## config.mk

```make
export PLATFORM = sky130hd
export DESIGN_NAME = tone_noise_mixer
export DESIGN_NICKNAME = d
export VERILOG_FILES = /design/src/rtl/tnm_pkg.sv /design/src/rtl/tnm_prescaler.sv /design/src/rtl/tnm_period_div.sv /design/src/rtl/tnm_tone.sv /design/src/rtl/tnm_noise.sv /design/src/rtl/tnm_chan_out.sv /design/src/rtl/tone_noise_mixer.sv
export SDC_FILE = /design/constraint.sdc
export NUM_CORES = 1
export LEC_CHECK = 0
export BUFFER_PORTS_ARGS = -buffer_cell sky130_fd_sc_hd__buf_2
export CORE_UTILIZATION = 60
export DETAILED_ROUTE_END_ITERATION = 7
export PLACE_DENSITY_LB_ADDON = 0.3
export REMOVE_ABC_BUFFERS = 1
export SYNTH_ARGS = -nofsm -noshare
export SYNTH_HDL_FRONTEND = slang
export SYNTH_HIERARCHICAL = 1
export SYNTH_SLANG_ARGS = --single-unit
```

## constraint.sdc

```tcl
create_clock -name clk -period 5.7 [get_ports clk]
set_input_delay 0.57 -clock clk [delete_from_list [all_inputs] [get_ports clk]]
set_output_delay 0.57 -clock clk [all_outputs]
set_load 0.05 [all_outputs]
```

## src/rtl/tnm_pkg.sv

```systemverilog
// Shared constants and types for the three-channel tone/noise mixer.
// Assumes three channels with 4-bit output levels.
package tnm_pkg;
    localparam int NCH          = 3;
    localparam int LVL_W        = 4;
    localparam int REG_W        = 8;
    localparam int MODE_BIT     = 4;   // amplitude register: envelope select
    localparam int NOISE_OFF_LO = 3;   // mix register: first noise disable bit
    typedef logic [LVL_W-1:0] level_t;
endpackage

```

## src/rtl/tnm_prescaler.sv

```systemverilog
// Clock prescaler: raises tick for one clock out of every DIV clocks.
// Assumes DIV >= 1; DIV == 1 gives a tick on every clock.
module tnm_prescaler #(
    parameter int DIV = 16
) (
    input  logic clk,
    input  logic rst_n,
    output logic tick
);
    generate
        if (DIV <= 1) begin : g_pass
            logic unused_ports;
            assign unused_ports = clk ^ rst_n;
            assign tick = 1'b1;
        end else begin : g_div
            localparam int CW = $clog2(DIV);
            localparam logic [CW-1:0] LAST = CW'(DIV - 1);
            logic [CW-1:0] cnt;

            // Count clocks modulo DIV.
            always_ff @(posedge clk) begin
                if (!rst_n)           cnt <= '0;
                else if (cnt == LAST) cnt <= '0;
                else                  cnt <= cnt + 1'b1;
            end

            assign tick = (cnt == LAST);

            // Ticks are never back to back when dividing.
            assert_tick_gap_R10: assert property (@(posedge clk) disable iff (!rst_n)
                tick |=> !tick);
        end
    endgenerate
endmodule

```

## src/rtl/tnm_period_div.sv

```systemverilog
// Programmable period divider: counts prescaler ticks and pulses expire
// on the tick that completes a period. A period of 0 is treated as 1.
// A counter past a newly lowered period wraps on its next tick.
module tnm_period_div #(
    parameter int W = 12
) (
    input  logic         clk,
    input  logic         rst_n,
    input  logic         tick,
    input  logic [W-1:0] period,
    output logic         expire
);
    logic [W-1:0] cnt;
    logic [W-1:0] eff;
    logic [W:0]   nxt;

    assign eff    = (period == '0) ? W'(1) : period;
    assign nxt    = {1'b0, cnt} + (W+1)'(1);
    assign expire = tick && (nxt >= {1'b0, eff});

    // Advance on each tick, wrapping when the period completes.
    always_ff @(posedge clk) begin
        if (!rst_n)      cnt <= '0;
        else if (expire) cnt <= '0;
        else if (tick)   cnt <= nxt[W-1:0];
    end

    // The counter only moves on a tick.
    assert_cnt_on_tick_R10: assert property (@(posedge clk) disable iff (!rst_n)
        !tick |=> $stable(cnt));
endmodule

```

## src/rtl/tnm_tone.sv

```systemverilog
// Square-wave tone source: toggles its output each time its period divider
// expires. Output starts at 0 after reset.
module tnm_tone #(
    parameter int W = 12
) (
    input  logic         clk,
    input  logic         rst_n,
    input  logic         tick,
    input  logic [W-1:0] period,
    output logic         tone
);
    logic expire;

    tnm_period_div #(.W(W)) u_div (
        .clk    (clk),
        .rst_n  (rst_n),
        .tick   (tick),
        .period (period),
        .expire (expire)
    );

    // Toggle the square wave at each period boundary.
    always_ff @(posedge clk) begin
        if (!rst_n)      tone <= 1'b0;
        else if (expire) tone <= ~tone;
    end

    assert_tone_on_tick_R10: assert property (@(posedge clk) disable iff (!rst_n)
        !tick |=> $stable(tone));
endmodule

```

## src/rtl/tnm_noise.sv

```systemverilog
// Pseudo-random noise source: a right-shifting LFSR stepped once per noise
// period. Feedback is bit0 XOR bit TAP, entering at the top bit.
// Resets to 1 so the register never locks at zero.
module tnm_noise #(
    parameter int PW  = 5,
    parameter int LW  = 17,
    parameter int TAP = 3
) (
    input  logic          clk,
    input  logic          rst_n,
    input  logic          tick,
    input  logic [PW-1:0] period,
    output logic          noise
);
    logic          expire;
    logic [LW-1:0] lfsr;
    logic          fb;

    tnm_period_div #(.W(PW)) u_div (
        .clk    (clk),
        .rst_n  (rst_n),
        .tick   (tick),
        .period (period),
        .expire (expire)
    );

    assign fb    = lfsr[0] ^ lfsr[TAP];
    assign noise = lfsr[0];

    // Step the shift register at each noise period boundary.
    always_ff @(posedge clk) begin
        if (!rst_n)      lfsr <= LW'(1);
        else if (expire) lfsr <= {fb, lfsr[LW-1:1]};
    end

    assert_lfsr_live_R9: assert property (@(posedge clk) disable iff (!rst_n)
        lfsr != '0);
    assert_noise_on_tick_R10: assert property (@(posedge clk) disable iff (!rst_n)
        !tick |=> $stable(lfsr));
endmodule

```

## src/rtl/tnm_chan_out.sv

```systemverilog
// Per-channel gate and amplitude select. A disabled source counts as 1.
// The gate is the AND of the tone and noise terms. The registered level is
// either the fixed level or the envelope level, or 0 when the gate is closed.
module tnm_chan_out
    import tnm_pkg::*;
(
    input  logic   clk,
    input  logic   rst_n,
    input  logic   tone,
    input  logic   noise,
    input  logic   tone_off,
    input  logic   noise_off,
    input  level_t fixed_level,
    input  logic   env_mode,
    input  level_t env_level,
    output level_t level
);
    logic   gate;
    level_t sel;

    assign gate = (tone | tone_off) & (noise | noise_off);
    assign sel  = env_mode ? env_level : fixed_level;

    // Register the gated level.
    always_ff @(posedge clk) begin
        if (!rst_n) level <= '0;
        else        level <= gate ? sel : '0;
    end

    assert_tone_mute_R7: assert property (@(posedge clk) disable iff (!rst_n)
        (!tone_off && !tone) |=> (level == '0));
    assert_noise_mute_R7: assert property (@(posedge clk) disable iff (!rst_n)
        (!noise_off && !noise) |=> (level == '0));
    assert_env_follow_R11: assert property (@(posedge clk) disable iff (!rst_n)
        (tone_off && noise_off && env_mode) |=> (level == $past(env_level)));
    assert_fixed_hold_R5: assert property (@(posedge clk) disable iff (!rst_n)
        (tone_off && noise_off && !env_mode) |=> (level == $past(fixed_level)));
endmodule

```

## src/rtl/tone_noise_mixer.sv

```systemverilog
// Three-channel tone/noise mixer top. One prescaler feeds three tone
// sources and one shared noise source. Each channel gates tone and noise
// under its disable bits and outputs a fixed or envelope level.
// Assumes register inputs are synchronous to clk.
module tone_noise_mixer
    import tnm_pkg::*;
#(
    parameter int PRESCALE = 16,
    parameter int TONE_W   = 12,
    parameter int NOISE_W  = 5,
    parameter int LFSR_W   = 17,
    parameter int LFSR_TAP = 3
) (
    input  logic       clk,
    input  logic       rst_n,
    input  logic [7:0] tone_fine_a,
    input  logic [7:0] tone_coarse_a,
    input  logic [7:0] tone_fine_b,
    input  logic [7:0] tone_coarse_b,
    input  logic [7:0] tone_fine_c,
    input  logic [7:0] tone_coarse_c,
    input  logic [7:0] noise_reg,
    input  logic [7:0] mix_reg,
    input  logic [7:0] amp_reg_a,
    input  logic [7:0] amp_reg_b,
    input  logic [7:0] amp_reg_c,
    input  logic [3:0] env_level,
    output logic [3:0] level_a,
    output logic [3:0] level_b,
    output logic [3:0] level_c
);
    localparam int COARSE_W = TONE_W - REG_W;

    logic              tick;
    logic              noise;
    logic [REG_W-1:0]  fine   [NCH];
    logic [REG_W-1:0]  coarse [NCH];
    logic [REG_W-1:0]  amp    [NCH];
    logic [TONE_W-1:0] period [NCH];
    logic [NCH-1:0]    tone;
    level_t            lvl    [NCH];
    logic              unused_bits;

    assign fine[0]   = tone_fine_a;
    assign fine[1]   = tone_fine_b;
    assign fine[2]   = tone_fine_c;
    assign coarse[0] = tone_coarse_a;
    assign coarse[1] = tone_coarse_b;
    assign coarse[2] = tone_coarse_c;
    assign amp[0]    = amp_reg_a;
    assign amp[1]    = amp_reg_b;
    assign amp[2]    = amp_reg_c;
    assign level_a   = lvl[0];
    assign level_b   = lvl[1];
    assign level_c   = lvl[2];

    assign unused_bits = ^{tone_coarse_a[7:COARSE_W], tone_coarse_b[7:COARSE_W],
                           tone_coarse_c[7:COARSE_W], noise_reg[7:NOISE_W],
                           mix_reg[7:NOISE_OFF_LO+NCH], amp_reg_a[7:MODE_BIT+1],
                           amp_reg_b[7:MODE_BIT+1], amp_reg_c[7:MODE_BIT+1]};

    tnm_prescaler #(.DIV(PRESCALE)) u_pre (
        .clk   (clk),
        .rst_n (rst_n),
        .tick  (tick)
    );

    tnm_noise #(.PW(NOISE_W), .LW(LFSR_W), .TAP(LFSR_TAP)) u_noise (
        .clk    (clk),
        .rst_n  (rst_n),
        .tick   (tick),
        .period (noise_reg[NOISE_W-1:0]),
        .noise  (noise)
    );

    generate
        for (genvar ch = 0; ch < NCH; ch++) begin : g_ch
            assign period[ch] = {coarse[ch][COARSE_W-1:0], fine[ch]};

            tnm_tone #(.W(TONE_W)) u_tone (
                .clk    (clk),
                .rst_n  (rst_n),
                .tick   (tick),
                .period (period[ch]),
                .tone   (tone[ch])
            );

            tnm_chan_out u_out (
                .clk         (clk),
                .rst_n       (rst_n),
                .tone        (tone[ch]),
                .noise       (noise),
                .tone_off    (mix_reg[ch]),
                .noise_off   (mix_reg[NOISE_OFF_LO+ch]),
                .fixed_level (amp[ch][LVL_W-1:0]),
                .env_mode    (amp[ch][MODE_BIT]),
                .env_level   (env_level),
                .level       (lvl[ch])
            );
        end
    endgenerate

    assert_reset_quiet_R1: assert property (@(posedge clk)
        !rst_n |=> (level_a == '0 && level_b == '0 && level_c == '0));
endmodule

```

# Word level (Yosys, flattened, before mapping)
# Index checks and enable logic that the tools add are counted.
[classes]
addsub = 5
order_cmp = 4
eq_ne = 1
n_mux = 7
n_bitwise = 14
reduce_logical = 16
[op_table]
columns = ["operator", "n"]
rows = [
  ["$add A12 B1 Y13 const B", 3],
  ["$ge A13 B12 Y1", 3],
  ["$logic_not A12 Y1", 3],
  ["$mux W12", 3],
  ["$mux W4", 3],
  ["$reduce_or A2 Y1", 5],
  ["$add A5 B1 Y6 const B", 1],
  ["$ge A6 B5 Y1", 1],
  ["$or A1 B1 Y1", 6],
  ["$reduce_and A2 Y1", 3],
  ["$logic_not A5 Y1", 1],
  ["$mux W5", 1],
  ["$add A4 B1 Y4 const B", 1],
  ["$eq A4 B4 Y1 const B", 1],
  ["$logic_and A1 B1 Y1", 4],
  ["$not A1 Y1", 4],
  ["$and A1 B1 Y1", 3],
  ["$xor A1 B1 Y1", 1],
]
[word_totals]
ff_bits = 77
input_bits = 94
out_inout_bits = 12
word_cells = 59

# Logic depth before layout (Yosys ltp)
[depth]
word_depth = 5
depth_mapped = 12
mapped_depth_nobuf = 11

# Modules after synthesis
# The synthesis kept the hierarchy.
[by_module_without_submodules]
columns = ["mod", "instances", "cells_per_inst", "area_each_um2", "seq_area_each_um2"]
rows = [
  ["tnm_period_div at g_ch[0].u_tone.u_div ...", 3, 137, 1122.3, 240.2],
  ["tnm_noise", 1, 55, 653.1, 340.3],
  ["tnm_chan_out", 3, 14, 148.9, 80.1],
  ["tnm_period_div at u_noise.u_div", 1, 50, 442.9, 100.1],
  ["tnm_prescaler", 1, 16, 168.9, 80.1],
  ["tnm_tone", 3, 3, 35.0, 20.0],
]

# Least setup slack after synthesis
# No wires, ideal clock.
[synth_timing]
path_kind = "register to register"
startpoint = "register g_ch[0].u_tone.u_div.cnt[0]"
endpoint = "register g_ch[0].u_tone.tone"
setup_ns = 0.115
arrival_ns = 2.469
required_time_ns = 5.585
path_slack_ns = 3.116
path_stages_with_launch = 12
path_buffers = 0
synth_period_minus_slack_ns = 2.584
cell_sequence = "dfxtp_1 ha_1 nand3_2 nor3_1 xor2_1 ha_1 and3_1 o21ai_0 nand2_1 or3_1 xor2_1 and2_1"
[synth_between]
elab_chain_len = 3
[synth_lines]
columns = ["element", "line", "text"]
rows = [
  ["from (decl)", "tnm_period_div.sv:13", "logic [W-1:0] cnt;"],
  ["from (signal assigned)", "tnm_period_div.sv:25", "else if (tick) cnt <= nxt[W-1:0];"],
  ["$add A12 B1 Y13", "tnm_period_div.sv:18", "assign nxt = {1'b0, cnt} + (W+1)'(1);"],
  ["net g_ch[0].u_tone.u_div.nxt[10]", "tnm_period_div.sv:15", "logic [W:0] nxt;"],
  ["$ge A13 B12 Y1", "tnm_period_div.sv:19", "assign expire = tick && (nxt >= {1'b0, eff});"],
  ["$logic_and A1 B1 Y1", "tnm_period_div.sv:19", ""],
  ["net g_ch[0].u_tone.expire", "tnm_tone.sv:12", "logic expire;"],
  ["to (signal assigned)", "tnm_tone.sv:25", "else if (expire) tone <= ~tone;"],
  ["to (decl)", "tnm_tone.sv:10", "output logic tone"],
]
# The timed path passes the listed nets, and every way through them passes these cells.
# A chain may end at the register's enable or synchronous reset.

# Worst setup path after layout
[layout_timing]
startpoint = "register g_ch[1].u_tone.u_div.cnt[0]"
endpoint = "register g_ch[1].u_tone.tone"
[layout_between]
elab_chain_len = 3
[layout_lines]
columns = ["element", "line"]
rows = [
  ["from (decl)", "tnm_period_div.sv:13"],
  ["from (signal assigned)", "tnm_period_div.sv:25"],
  ["$add A12 B1 Y13", "tnm_period_div.sv:18"],
  ["net g_ch[1].u_tone.u_div.nxt[10]", "tnm_period_div.sv:15"],
  ["$ge A13 B12 Y1", "tnm_period_div.sv:19"],
  ["$logic_and A1 B1 Y1", "tnm_period_div.sv:19"],
  ["net g_ch[1].u_tone.expire", "tnm_tone.sv:12"],
  ["to (signal assigned)", "tnm_tone.sv:25"],
  ["to (decl)", "tnm_tone.sv:10"],
]
# The timed path passes the listed nets, and every way through them passes these cells.

==> summary.md <==
The flow ran to the end, and the final reports show no timing, DRC or antenna violations. Compared with the post-synthesis result, the final layout area differs by 8.83%. The clock transition at the register clock pins on the worst setup and hold paths after CTS is 0.08 ns. The final layout contains routed wiring with a total length of 10.5 mm. The number of pins with negative max-slew slack in the final report is 0, and the number of warnings issued by yosys is 6. The logs give 332 MHz for the maximum achievable frequency and 0 for the remaining global-route overflow.

The half-perimeter wire length of the detailed placement result was 7.79 mm; the relative slew slack was 0.385. For this run, the leading register cell type out of synthesis is dfxtp_1. Detailed routing placed a total of 389 um of wire on met3.

IR analysis of the VDD net gives a maximum drop of 0.174 mV. Count of distinct cell types in the synthesized netlist: 51. The critical path arrival was 3.24 ns. The signal on the critical path passes through ha_1 -> nand3_2 -> nor3_1 -> xor2_1 -> ha_1 -> and3_1 -> o21ai_0 -> nand2_1 -> or3_1 -> xor2_1 -> and2_1. The run gives 0 as the number of antenna violations at the first check in global routing. For the later-pin clock latency in the skew report, the log shows 0.34 ns.

Top fanout value on the critical path: 6. STA puts the critical path data required time at 5.93 ns. The number of violations of the max-capacitance limit was 0; the via count of the first global-routing pass was 3,976. After clock tree synthesis, the flow added hold-fix buffers numbering 0. The tools report the number of hold-slack violations in the final timing report as 0. The share of the synthesized area in the top cell type was 0.297; the setup fix buffers added after clock tree synthesis was 0. Once detail routing completed, the nets flagged for antenna violations numbered 0. The run gives 9020 um^2 as the total die area. The mapped netlist covers 5180 um^2. Setup violations remaining at the end of the flow were counted as 0. The logs give 0 ns for the post-route setup TNS and 125 for the initial detailed-routing violation count. The number of nets in the final layout is 778. After detailed routing, the wire length on met1 is 4.63 mm.

The fraction of final layout cells sized beyond drive strength 1 is 0.184. Routability-driven placement finished with a final weighted congestion of 0.891. The length of routed met2 wiring came out at 5.36 mm.

The first global-routing pass estimated 17.5 mm of wire. Counting flops with a built-in enable in the synthesized netlist gives 0. For this design, the slowest cell found on the critical path is dfxtp_1. The worst hold path startpoint is amp_reg_a[0]. The core region is 8300 um^2. For this design the top-level I/O count stands at 106.

The via density per instance came out at 5.79. The critical path in this run is classified as register to register. The maximum number of pins on one net before global-route repair is 53, and the number of iterations in the first detailed-routing pass is 6. The final clock period utilization by the worst path is 0.528.

The highest layer touched by signal routing is met4. Counting every instance in the synthesized netlist gives 583. Detailed routing inserted a total of 4,324 vias. CTS built an H-tree with a depth of 3.

Setup repair after global routing left no endpoint under its margin. Power comes to 1040 uW. 0 antenna diodes ended up in the layout.

The worst stage delay on the critical path was 0.46 ns. Counting flops and latches in the post-synthesis netlist gives 77. TritonCTS built the clock tree. By area the synthesized netlist is led by dfxtp_1, ha_1, xor2_1. For this run, design rule violations remaining after detail routing come to 0.

A synthesized cell averages 8.89 um^2. For the number of CTS-inserted buffers, the log shows 9. STA classifies the critical path startpoint as a register. The aggregate global-route resource usage was 0.243; the maximum clock insertion buffer count was 2.

Summed over all instances, the cell type with the most area after synthesis is dfxtp_1. The power density normalized to cell area is 184 nW/um^2. The analysis attributes to cell leakage a power of 0.00251 uW. Input and output buffers added on the ports amount to 79. The post-synthesis async set-or-reset flop share was 0. Critical path launch point: g_ch[1].u_tone/u_div/cnt[0]$_SDFFE_PP0P_.

The number of buffers and inverters on the critical path works out to 0. The total number of clock tree sinks is 77, and the die span in y is 95.0 um. Critical path's top delay family: simple AND/OR/NAND/NOR gates. Dividing the detail-routed wire length by the instance count gives 14.0 um.

The starting density of the core was 0.625; the clock skew was 0.00798 ns. After floorplanning, the core was divided into 33 placement rows. Startpoint of the most critical register-to-register path: g_ch[1].u_tone/u_div/cnt[0]$_SDFFE_PP0P_. The root buffer cell chosen for the clock tree is clkbuf_8. Number of instances resized during post-cts repair: 0. In this run the worst hold path is classified as primary input to register.

The pin slew with the least headroom to its limit works out to 0.922 ns. Subtracting the final worst setup slack from the clock period gives 3.01 ns. The die is 95.0 um wide. The number of fill cells was 726. The tools report the part of the Yosys area used for sequential elements as 0.297. The capturing element type of the critical path was a register.
-- per-stage QoR --
stage | std cells | hold WS, ns | cell area (um^2) | worst slack (ns) | util
global placement | 732 | 0.457 | 5450 | 2.81 | 0.657
finish | 747 | 0.466 | 5640 | 2.69 | 0.680
detailed placement | 732 | 0.479 | 5450 | 2.69 | 0.657
CTS | 747 | 0.450 | 5640 | 2.67 | 0.680
global route | 747 | 0.456 | 5640 | 2.45 | 0.680
floorplan | 548 | 0.444 | 4930 | 3.11 | -
-- worst paths after layout --
| path | to | slack [ns] | cells after the start |
|---|---|---|---|
| min reg2reg | u_noise/lfsr[0]$_SDFFE_PN1P_ | 0.49 | 2 |
| max reg2reg | g_ch[1].u_tone/tone$_SDFFE_PN0P_ | 2.69 | 11 |
| min | g_ch[0].u_out/level[0]$_SDFF_PN0_ | 0.47 | 3 |
| max | g_ch[1].u_tone/tone$_SDFFE_PN0P_ | 2.69 | 11 |
-- report_power, final --
part           switching, uW  total, uW  internal, uW
sequential              2.81        546           543
clock                    194        394           200
combinational           56.6       97.8          41.2
-- state kept, by name, summed over array words and instances, names as in the netlist --
signal,cells
g_ch.u_out/level,12
g_ch.u_tone/tone,3
g_ch.u_tone/u_div/cnt,36
u_noise/lfsr,17
u_noise/u_div/cnt,5
u_pre/g_div.cnt,4
-- cell families (layout without fill, tap and decap cells) --
group,count (synthesis),after routing,share of synthesized area
adders and majority gates,46,46,0.111
AOI/OAI and AO/OA,50,50,0.0712
muxes,32,32,0.0620
xor gates and xnor gates,74,74,0.125
DFF,77,77,0.297
buffers and inverters,73,132,0.0770
and+or+nand+nor,231,231,0.256
-- layout make-up --
cell class,count,area (um^2),area share
sequential,77,1540,0.273
clock buffer,9,124,0.0220
inverter,38,143,0.0253
timing repair buffer,79,395,0.0701
clock inverter,6,63.8,0.0113
tap,105,131,0.0233
multi-input combinational,433,3240,0.575
-- per-layer routing --
| layer | vias to the layer above | GRT usage |
|---|---|---|
| li1 | 2203 | - |
| met1 | 2023 | 0.295 |
| met2 | 86 | 0.439 |
| met3 | 12 | 0.0443 |
| met4 | 0 | 0.0631 |
| met5 | - | 0 |
-- synthesized netlist by cell type, types with 13 or more instances --
cell / instances
nand4_1: 29
xnor2_1: 36
ha_1: 46
dfxtp_1: 77
nor4_1: 42
nor2_1: 22
and3_1: 13
nand3_1: 26
nor2b_1: 15
nand2_1: 34
xor2_1: 38
buf_2: 15
mux2i_1: 31
inv_1: 38
-- worst min-delay path, cell delays in order --
cell and delay (ns):
buf_2 0.08, mux2i_1 0.05, nor2_1 0.07
-- placed cells by master (no fill, tap or decap), drive strengths merged, types with 3 or more instances in the layout --
master,count
a211oi,3
a21o,3
a21oi,12
a31o,3
and2,8
and3,17
and4,6
buf,79
clkbuf,9
dfxtp,77
ha,46
inv,39
mux2i,31
nand2,34
nand3,32
nand3b,3
nand4,29
nor2,22
nor2b,15
nor3,12
nor4,42
o21ai,11
o21ba,3
o21bai,3
o221ai,3
o311a,3
or3,3
or4,3
xnor2,36
xor2,38
Power figures use the tool's default switching activity.
